[src/rtl/ocd_pkg.sv]
package ocd_pkg;
  localparam int unsigned ADDR_W   = 3;
  localparam int unsigned REG_W    = 8;
  localparam int unsigned T_MAX_US = 15000;
  localparam int unsigned CNT_W    = $clog2(T_MAX_US + 1);
  localparam int unsigned N_TMR    = 3;

  typedef enum logic [ADDR_W-1:0] {
    ADDR_LIMIT  = 3'd0,
    ADDR_TIME12 = 3'd1,
    ADDR_TIME3  = 3'd2,
    ADDR_MASK   = 3'd3,
    ADDR_CFG    = 3'd4,
    ADDR_STAT   = 3'd5
  } reg_addr_e;

  localparam int unsigned B_AUDIO = 0;
  localparam int unsigned B_VIBRA = 1;
  localparam int unsigned B_SOC   = 2;
  localparam int unsigned B_SYS   = 3;
  localparam int unsigned B_CAM   = 4;
  localparam int unsigned ST_T1   = 5;
  localparam int unsigned ST_T2   = 6;
  localparam int unsigned ST_T3   = 7;

  function automatic int unsigned warn_ma(input logic [2:0] c);
    case (c)
      3'd0: return 1400;
      3'd1: return 1800;
      3'd2: return 2200;
      3'd3: return 2800;
      3'd4: return 3000;
      3'd5: return 3400;
      3'd6: return 3800;
      default: return 4800;
    endcase
  endfunction

  function automatic int unsigned shut_ma(input logic [2:0] c);
    case (c)
      3'd0: return 1800;
      3'd1: return 2200;
      3'd2: return 2800;
      3'd3: return 3000;
      3'd4: return 3800;
      3'd5: return 4800;
      default: return 5800;
    endcase
  endfunction

  function automatic int unsigned t12_us(input logic [3:0] c);
    return 32'd200 + 32'd500 * {28'd0, c};
  endfunction

  function automatic int unsigned t3_us(input logic [3:0] c);
    return (c == 4'd0) ? 32'd200 : 32'd1000 * {28'd0, c};
  endfunction
endpackage

[src/rtl/ocd_tick_gen.sv]
module ocd_tick_gen #(
  parameter int unsigned DIV = 100
) (
  input  logic clk_i,
  input  logic rst_ni,
  output logic tick_o
);
  localparam int unsigned CW = (DIV > 1) ? $clog2(DIV) : 1;
  localparam logic [CW-1:0] LAST = CW'(DIV - 1);

  logic [CW-1:0] cnt_q;

  always_ff @(posedge clk_i or negedge rst_ni) begin
    if (!rst_ni)            cnt_q <= '0;
    else if (cnt_q == LAST) cnt_q <= '0;
    else                    cnt_q <= cnt_q + 1'b1;
  end

  assign tick_o = (cnt_q == LAST);


  tick_range_chk: assert property (@(posedge clk_i) disable iff (!rst_ni)
    {1'b0, cnt_q} < (CW+1)'(DIV));

  generate
    if (DIV > 1) begin : g_gap

      tick_gap_chk: assert property (@(posedge clk_i) disable iff (!rst_ni)
        tick_o |=> !tick_o);
    end
  endgenerate
endmodule

[src/rtl/ocd_over_timer.sv]
module ocd_over_timer #(
  parameter int unsigned CW   = 14,
  parameter int unsigned NT   = 3
) (
  input  logic                   clk_i,
  input  logic                   rst_ni,
  input  logic                   run_i,
  input  logic                   tick_i,
  input  logic [NT-1:0][CW-1:0]  thr_i,
  output logic [NT-1:0]          expire_o
);
  localparam logic [CW-1:0] CNT_MAX = '1;

  logic [CW-1:0] elapsed_q;
  logic [NT-1:0] fired_q;

  always_ff @(posedge clk_i or negedge rst_ni) begin
    if (!rst_ni) begin
      elapsed_q <= '0;
      fired_q   <= '0;
    end else if (!run_i) begin
      elapsed_q <= '0;
      fired_q   <= '0;
    end else begin
      if (tick_i && elapsed_q != CNT_MAX) elapsed_q <= elapsed_q + 1'b1;
      fired_q <= fired_q | expire_o;
    end
  end

  generate
    for (genvar i = 0; i < NT; i++) begin : g_cmp
      assign expire_o[i] = run_i & ~fired_q[i] & (elapsed_q >= thr_i[i]);


      expire_once_chk: assert property (@(posedge clk_i) disable iff (!rst_ni)
        expire_o[i] |=> !expire_o[i]);
    end
  endgenerate


  elapsed_mono_chk: assert property (@(posedge clk_i) disable iff (!rst_ni)
    (run_i && $past(run_i)) |-> (elapsed_q >= $past(elapsed_q)));
endmodule

[src/rtl/ocd_regs.sv]
module ocd_regs
  import ocd_pkg::*;
(
  input  logic              clk_i,
  input  logic              rst_ni,
  input  logic              we_i,
  input  logic [ADDR_W-1:0] addr_i,
  input  logic [REG_W-1:0]  wdata_i,
  output logic [REG_W-1:0]  rdata_o,
  input  logic [N_TMR-1:0]  expire_i,
  output logic [2:0]        warn_code_o,
  output logic [2:0]        shut_code_o,
  output logic [3:0]        t1_code_o,
  output logic [3:0]        t2_code_o,
  output logic [3:0]        t3_code_o,
  output logic              unit_en_o,
  output logic [REG_W-1:0]  status_o
);
  logic [5:0]       lim_q;
  logic [7:0]       t12_q;
  logic [3:0]       t3_q;
  logic [4:0]       mask_q;
  logic             dis_q, sys_act_q;
  logic [REG_W-1:0] status_q, status_n;

  always_comb begin
    status_n = status_q;
    if (we_i && addr_i == ADDR_STAT) status_n = status_q & wdata_i;
    if (expire_i[0]) begin
      status_n[ST_T1] = 1'b1;
      if (mask_q[B_CAM]) status_n[B_CAM] = 1'b1;
    end
    if (expire_i[1]) begin
      status_n[ST_T2] = 1'b1;
      if (mask_q[B_AUDIO]) status_n[B_AUDIO] = 1'b1;
      if (mask_q[B_VIBRA]) status_n[B_VIBRA] = 1'b1;
      if (mask_q[B_SOC])   status_n[B_SOC]   = 1'b1;
      if (mask_q[B_SYS] && sys_act_q) status_n[B_SYS] = 1'b1;
    end
    if (expire_i[2]) status_n[ST_T3] = 1'b1;
  end

  always_ff @(posedge clk_i or negedge rst_ni) begin
    if (!rst_ni) begin
      lim_q     <= 6'b100_100;
      t12_q     <= '0;
      t3_q      <= '0;
      mask_q    <= 5'b01000;
      dis_q     <= 1'b0;
      sys_act_q <= 1'b1;
      status_q  <= '0;
    end else begin
      if (we_i) begin
        case (addr_i)
          ADDR_LIMIT:  lim_q  <= wdata_i[5:0];
          ADDR_TIME12: t12_q  <= wdata_i;
          ADDR_TIME3:  t3_q   <= wdata_i[3:0];
          ADDR_MASK:   mask_q <= wdata_i[4:0];
          ADDR_CFG: begin
            dis_q     <= wdata_i[7];
            sys_act_q <= wdata_i[3];
          end
          default: ;
        endcase
      end
      status_q <= status_n;
    end
  end

  always_comb begin
    case (addr_i)
      ADDR_LIMIT:  rdata_o = {2'b00, lim_q};
      ADDR_TIME12: rdata_o = t12_q;
      ADDR_TIME3:  rdata_o = {4'h0, t3_q};
      ADDR_MASK:   rdata_o = {3'b000, mask_q};
      ADDR_CFG:    rdata_o = {dis_q, 3'b000, sys_act_q, 3'b000};
      ADDR_STAT:   rdata_o = status_q;
      default:     rdata_o = '0;
    endcase
  end

  assign warn_code_o = lim_q[2:0];
  assign shut_code_o = lim_q[5:3];
  assign t1_code_o   = t12_q[3:0];
  assign t2_code_o   = t12_q[7:4];
  assign t3_code_o   = t3_q;
  assign unit_en_o   = ~dis_q;
  assign status_o    = status_q;


  no_spont_set_chk: assert property (@(posedge clk_i) disable iff (!rst_ni)
    (expire_i == '0) |=> ((status_q & ~$past(status_q)) == '0));


  t1_flag_src_chk: assert property (@(posedge clk_i) disable iff (!rst_ni)
    $rose(status_q[ST_T1]) |-> $past(expire_i[0]));


  t3_flag_src_chk: assert property (@(posedge clk_i) disable iff (!rst_ni)
    $rose(status_q[ST_T3]) |-> $past(expire_i[2]));
endmodule

[src/rtl/ocd_burst_ctrl.sv]
module ocd_burst_ctrl
  import ocd_pkg::*;
#(
  parameter int unsigned CUR_W    = 13,
  parameter int unsigned TICK_DIV = 100
) (
  input  logic              clk_i,
  input  logic              rst_ni,
  input  logic              smp_valid_i,
  input  logic [CUR_W-1:0]  smp_ma_i,
  input  logic              reg_we_i,
  input  logic [ADDR_W-1:0] reg_addr_i,
  input  logic [REG_W-1:0]  reg_wdata_i,
  output logic [REG_W-1:0]  reg_rdata_o,
  output logic              irq_o,
  output logic              audio_crush_o,
  output logic              vibra_dis_o,
  output logic              soc_burst_dis_o,
  output logic              sys_burst_dis_o,
  output logic              camera_o,
  output logic              shutdown_req_o
);
  logic [2:0]                   warn_code, shut_code;
  logic [3:0]                   t1_code, t2_code, t3_code;
  logic                         unit_en, tick;
  logic [REG_W-1:0]             status;
  logic [N_TMR-1:0]             expire;
  logic [N_TMR-1:0][CNT_W-1:0]  thr;
  logic [CUR_W-1:0]             warn_lim, shut_lim;
  logic                         over_q, shut_q;

  ocd_regs u_regs (
    .clk_i       (clk_i),
    .rst_ni      (rst_ni),
    .we_i        (reg_we_i),
    .addr_i      (reg_addr_i),
    .wdata_i     (reg_wdata_i),
    .rdata_o     (reg_rdata_o),
    .expire_i    (expire),
    .warn_code_o (warn_code),
    .shut_code_o (shut_code),
    .t1_code_o   (t1_code),
    .t2_code_o   (t2_code),
    .t3_code_o   (t3_code),
    .unit_en_o   (unit_en),
    .status_o    (status)
  );

  ocd_tick_gen #(.DIV(TICK_DIV)) u_tick (
    .clk_i  (clk_i),
    .rst_ni (rst_ni),
    .tick_o (tick)
  );

  assign warn_lim = CUR_W'(warn_ma(warn_code));
  assign shut_lim = CUR_W'(shut_ma(shut_code));

  always_ff @(posedge clk_i or negedge rst_ni) begin
    if (!rst_ni) begin
      over_q <= 1'b0;
      shut_q <= 1'b0;
    end else if (!unit_en) begin
      over_q <= 1'b0;
      shut_q <= 1'b0;
    end else if (smp_valid_i) begin
      over_q <= smp_ma_i > warn_lim;
      shut_q <= smp_ma_i > shut_lim;
    end
  end

  assign thr[0] = CNT_W'(t12_us(t1_code));
  assign thr[1] = CNT_W'(t12_us(t2_code));
  assign thr[2] = CNT_W'(t3_us(t3_code));

  ocd_over_timer #(.CW(CNT_W), .NT(N_TMR)) u_timer (
    .clk_i    (clk_i),
    .rst_ni   (rst_ni),
    .run_i    (over_q & unit_en),
    .tick_i   (tick),
    .thr_i    (thr),
    .expire_o (expire)
  );

  assign irq_o           = status[ST_T1] | status[ST_T2];
  assign audio_crush_o   = unit_en & status[B_AUDIO];
  assign vibra_dis_o     = unit_en & status[B_VIBRA];
  assign soc_burst_dis_o = unit_en & status[B_SOC];
  assign sys_burst_dis_o = unit_en & status[B_SYS];
  assign camera_o        = unit_en & status[B_CAM];
  assign shutdown_req_o  = unit_en & (status[ST_T3] | shut_q);


  shut_fast_chk: assert property (@(posedge clk_i) disable iff (!rst_ni)
    (smp_valid_i && unit_en && !reg_we_i && smp_ma_i > shut_lim) |=> shutdown_req_o);


  dis_no_expire_chk: assert property (@(posedge clk_i) disable iff (!rst_ni)
    !unit_en |-> (expire == '0));


  warn_gate_chk: assert property (@(posedge clk_i) disable iff (!rst_ni)
    (smp_valid_i && smp_ma_i <= warn_lim) |=> (expire == '0));
endmodule

[config.mk]
export PLATFORM = sky130hd
export DESIGN_NAME = ocd_burst_ctrl
export DESIGN_NICKNAME = d
export VERILOG_FILES = /design/src/rtl/ocd_pkg.sv /design/src/rtl/ocd_tick_gen.sv /design/src/rtl/ocd_over_timer.sv /design/src/rtl/ocd_regs.sv /design/src/rtl/ocd_burst_ctrl.sv
export SDC_FILE = /design/constraint.sdc
export NUM_CORES = 1
export LEC_CHECK = 0
export CAP_MARGIN = 40
export CORE_MARGIN = 2
export CORE_UTILIZATION = 30
export DETAILED_ROUTE_END_ITERATION = 7
export DONT_BUFFER_PORTS = 1
export SYNTH_ARGS = -nofsm -noshare
export SYNTH_HDL_FRONTEND = slang
export SYNTH_SLANG_ARGS = --single-unit
[constraint.sdc]
create_clock -name clk_i -period 5.34 [get_ports clk_i]
set_input_delay 1.068 -clock clk_i [delete_from_list [all_inputs] [get_ports clk_i]]
set_output_delay 1.068 -clock clk_i [all_outputs]
set_load 0.01 [all_outputs]
# Yosys cells after proc, flatten, opt, wreduce, memory -nomap -nowiden
# Cells that the tools add are included.
# op_classes
n_addsub,4
mul,3
div,0
magnitude_cmp,5
eq_ne,19
shifts,0
n_mux,22
bitwise,21
n_reduce_logical,16
# ops
operator,count
case mux 13 bit (7 select lines),1
case mux 13 bit (6 select lines),1
case mux 8 bit (6 select lines),1
>= comparator 14 bit,3
two-way mux 14 bit,3
"multiplier 7 x 4 -> 11 bit, first input constant",3
"adder 8 x 13 -> 14 bit, first input constant",2
greater-than comparator 13 bit,2
"== test 3 bit, second input constant",7
"== test 3 x 2 -> 1 bit, second input constant",6
"adder 14 x 1 -> 14 bit, second input constant",1
"!= test 14 bit, second input constant",1
bitwise AND 1 bit,13
two-way mux 1 bit,11
AND reduction 2 bit,5
"== test 3 x 1 -> 1 bit, second input constant",3
zero test 3 bit,3
bitwise AND 8 bit,1
two-way mux 8 bit,1
nonzero test 2 bit,4
"adder 7 x 1 -> 7 bit, second input constant",1
"== test 7 bit, second input constant",1
two-way mux 7 bit,1
zero test 4 bit,1
8 further kinds,14
# totals
reg_bits,59
latchBits,0
ramBits,0
romBits,0
in_bits,28
out_inout_bits,15
mem_count,0

# Logic depth before layout (Yosys ltp)
# logic_depth
word_depth,6
depth_mapped,17

# Hierarchy
# From an unflattened synthesis, not the netlist that was laid out.
# unflattened
cells_unflattened,726
hier_area_um2,6523.8
# by_module_without_submodules
mod,instances,cells_each,area_per_inst_um2,seq_area_each_um2
ocd_burst_ctrl,1,335,2688.8,50.0
ocd_over_timer,1,229,1865.5,425.4
ocd_regs,1,133,1624.1,830.8
ocd_tick_gen,1,29,345.3,175.2

# Worst setup path after synthesis
# OpenSTA, ideal clock, no wires.
# synth_path
path_kind,reg-to-reg
from,reg u_regs.t12_q[1]
to,reg u_timer.fired_q[0]
t_arrival_ps,3906
t_required_ps,5204
path_slack_ps,1297
stages_incl_launch_ff,17
n_path_buf,0
period_less_slack_ps,4043
path_cell_list,dfrtp_1 -> fa_1 -> inv_1 -> fa_1 -> inv_1 -> ha_1 -> a211oi_2 -> o21bai_1 -> a211o_1 -> nand2_1 -> nor3_2 -> xnor2_1 -> ha_1 -> a21o_1 -> a21o_1 -> a221oi_2 -> a21oi_1
# synth_between
elab_chain_len,6
# synth_lines
item,line,rtl
"start, declared",ocd_regs.sv:20,logic [7:0] t12_q;
"start signal, assigned",ocd_regs.sv:56,ADDR_TIME12: t12_q <= wdata_i;
multiplier 7 x 4 -> 11 bit,ocd_pkg.sv:52,"return 32'd200 + 32'd500 * {28'd0, c};"
adder 8 x 13 -> 14 bit,ocd_pkg.sv:52,
>= comparator 14 bit,ocd_over_timer.sv:32,assign expire_o[i] = run_i & ~fired_q[i] & (elapsed_q >= thr_i[i]);
bitwise AND 1 bit,ocd_over_timer.sv:32,
bitwise OR 3 bit,ocd_over_timer.sv:26,fired_q <= fired_q | expire_o;
two-way mux 3 bit,ocd_over_timer.sv:21,end else if (!run_i) begin
"end signal, assigned",ocd_over_timer.sv:26,
"end, declared",ocd_over_timer.sv:15,logic [NT-1:0] fired_q;
# No other way between the ends.
# A chain may end at the register's enable or synchronous reset.

# Worst setup path after layout
# Same ends and word-level chain as after synthesis.

==> qor.yml <==
outcome:
  status: "complete, no violations"
yosys:
  synthSimpleGateAreaFrac_pct: 17.1
  ys_seq_area_share_pct: 24.0
  synth_area_um2: 6180
  synth_fa_ha_area_share_pct: 27.6
  synth_nets: 824
  synth-async-reset-ratio_pct: 100
  synth_cells: 672
  synth_edf_count: 0
  synth-xor-area-share_pct: 7.08
  syn_avg_cell_area_um2: 9.20
  synthFlopType: "dfrtp_1"
  synth_compound_area_share_pct: 14.5
  synth_top_family_by_area: "adder cells"
  yosysWarnings: 0
  muxShareOfSynthArea_pct: 5.26
  synth_cell_types: 65
  synth-seq-cells: 59
sta:
  period_share_pct: 83.6
  setup_violations: 0
  fmax_mhz: 224
  slew_headroom_pct: 59.2
  hold-worst-slack_ns: 0.432
  slew_violations: 0
  finClkSkew_ns: 0.00863
  rsz0062_at_grt: "false"
  fin_tns_setup_ns: 0
  hold_viol_final: 0
  max_slew.worst_pin.slew_ns: 0.609
  period_needed_ns: 4.46
flow_run:
  cap_violations: 0
floorplan:
  core_area_um2: 20200
  die_h_um: 148
  io_pins: 43
  start_util_pct: 30.6
  rows: 52
  die_width_um: 148
  dieArea_um2: 21800
clock_network:
  worstSkewPairLatency_ns: 0.33
  clk_path_buf_depth: 2
  htreeDepth: 3
  cts_root_buf: "clkbuf_16"
  cts_resized: 0
  hold_buffers: 0
  path_clk_slew_ns: 0.06
  tritoncts: "done"
  numCtsBuffers: 9
  clock-sinks: 59
  cts_setup_buffers: 0
global_routing:
  grt_max_degree: 60
  antenna_found_initial: 0
  grt_first_pass_wirelength_um: 23500
  grtUsageTotal_pct: 13.5
  first_global_vias: 4591
  gr-total-overflow: 0
hold_path:
  worst_hold_path_type: "primary input to async pin"
route:
  wl_met2_um: 6520
  vias_per_cell: 4.95
  wl_met3_um: 622
  wl_met1_um: 6450
  route.detailed.drc: 0
  drt-initial-drc-count: 273
  firstDrtPassIters: 4
  drtAntennaViolNets: 0
  route.vias.total: 4675
  avgRoutedWirePerCell_um: 14.7
  totalWireLength_um: 13900
  highest_layer: "met4"
placed_design:
  gp_congestion: 0.815
  io_buffer_count: 0
  dpl.hpwl_um: 11100
setup_path:
  path_max_fanout: 9
  cp.required_ns: 5.53
  worstPathArrival_ns: 4.66
  worstSetupEndpointType: "flop"
  path_class: "flop to flop"
  setup.worst_path.start_class: "flop"
layout:
  most-common-layout-cells: "ha_1 (103), inv_1 (58), nor2_1 (56)"
  layout-drive-gt1-share_pct: 8.59
  final_common_cell: "ha_1"
  nets: 822
  antenna_cells: 0
  area_delta_synth_final_pct: 9.99
power_and_ir_drop:
  ir_drop_mv: 0.184
  leakage_nw: 3.17
  power_density_nw_per_um2: 517
-- report_power, final --
group	leakage (nW)	total, mW	internal (mW)	switching [mW]
sequential	0.748	0.613	0.508	0.105
clock	0.160	0.633	0.411	0.222
combinational	2.26	2.27	1.00	1.27
-- synth_stat cells, types with 4 or more instances --
| library cell | count | area [um^2] |
|---|---|---|
| nor3b_1 | 5 | 37.5 |
| a21oi_1 | 27 | 135 |
| o21bai_1 | 4 | 30.0 |
| xor2_1 | 22 | 193 |
| and4_1 | 4 | 35.0 |
| a211oi_2 | 5 | 62.6 |
| fa_1 | 21 | 420 |
| nand2_1 | 51 | 191 |
| xnor2_1 | 28 | 245 |
| or3_1 | 4 | 25.0 |
| inv_1 | 58 | 218 |
| mux2_2 | 15 | 169 |
| nor2_1 | 56 | 210 |
| a21o_1 | 21 | 158 |
| and3_1 | 5 | 31.3 |
| clkbuf_1 | 11 | 41.3 |
| ha_1 | 103 | 1290 |
| nand2b_1 | 8 | 50.1 |
| nand4_1 | 8 | 50.1 |
| mux2i_1 | 6 | 60.1 |
| nor2b_1 | 10 | 62.6 |
| o22ai_1 | 4 | 25.0 |
| o211ai_1 | 7 | 52.6 |
| nor3_1 | 10 | 50.1 |
| dfstp_2 | 4 | 105 |
| o21ai_0 | 31 | 155 |
| o21ai_1 | 8 | 40.0 |
| dfrtp_1 | 55 | 1380 |
| nand3_1 | 24 | 120 |
-- routing by layer --
metal / vias to the layer above / global-route usage [%]
li1: 2357 / -
met1: 2224 / 17.9
met2: 78 / 22.1
met3: 16 / 2.38
met4: 0 / 4.71
met5: - / 0
-- logic make-up after synthesis --
logic type,Yosys count
AND/OR/NAND/NOR,206
flip-flops,59
buffers and inverters,73
multiplexers,26
adder cells (fa/ha/maj),124
XOR/XNOR,50
AO/OA/AOI/OAI,134
-- sequential cells by signal, indices dropped and copies added, names as in the netlist --
name and count:
u_tick.cnt_q 7, u_regs.t3_code_o 4, u_timer.fired_q 3, u_regs.sys_act_q 1, u_regs.status_o 8, u_regs.lim_q 6, u_timer.elapsed_q 14, u_regs.dis_q 1
over_q 1, u_regs.t12_q 8, shut_q 1, u_regs.mask_q 5
-- area by class of cell --
cell class / instances / area [um^2]
clock inverter: 7 / 100
inverter: 58 / 218
tap: 270 / 338
multi-input combinational: 540 / 4430
fill: 2081 / 13400
clock buffer: 9 / 225
timing repair buffer: 2 / 15.0
sequential: 59 / 1480
-- path summary, 6_finish.rpt --
path	slack [ns]	depth (start not counted)	from	end
worst max-delay path	0.88	16	u_regs.t12_q[1]	u_timer.fired_q[0]
worst min-delay path	0.43	0	rst_ni	u_tick.cnt_q[3]
worst max register to register	0.88	16	u_regs.t12_q[1]	u_timer.fired_q[0]
worst min register to register	0.48	1	u_tick.cnt_q[0]	u_tick.cnt_q[0]
max in group asynchronous	4.69	0	rst_ni	u_regs.mask_q[3]
min in group clk_i	0.48	1	u_tick.cnt_q[0]	u_tick.cnt_q[0]
-- metrics by stage --
step | worst slack [ns] | util, % | cells | instance area (um^2) | power, mW
6_report | 0.877 | 33.6 | 945 | 6800 | 3.51
5_1_grt | 0.441 | 33.6 | 945 | 6800 | 3.93
3_5_place_dp | 0.885 | 32.0 | 929 | 6480 | 2.88
3_3_place_gp | 0.971 | 32.0 | 928 | 6470 | 2.84
4_1_cts | 0.814 | 33.6 | 945 | 6800 | 3.55
2_1_floorplan | 1.30 | - | 672 | 6180 | 2.45
-- worst max-delay path: stages, from the launching register on --
cell	delay (ns)
dfrtp_1	0.50
fa_1	0.64
inv_1	0.10
fa_1	0.51
inv_1	0.04
ha_1	0.25
a211oi_2	0.29
nor2_1	0.10
xor2_1	0.24
nand2_1	0.14
nor3_2	0.18
xnor2_1	0.16
ha_1	0.27
a21o_1	0.18
a21o_1	0.18
a221oi_2	0.41
a21oi_1	0.13
Note: power is estimated with default switching activity, not from simulation.
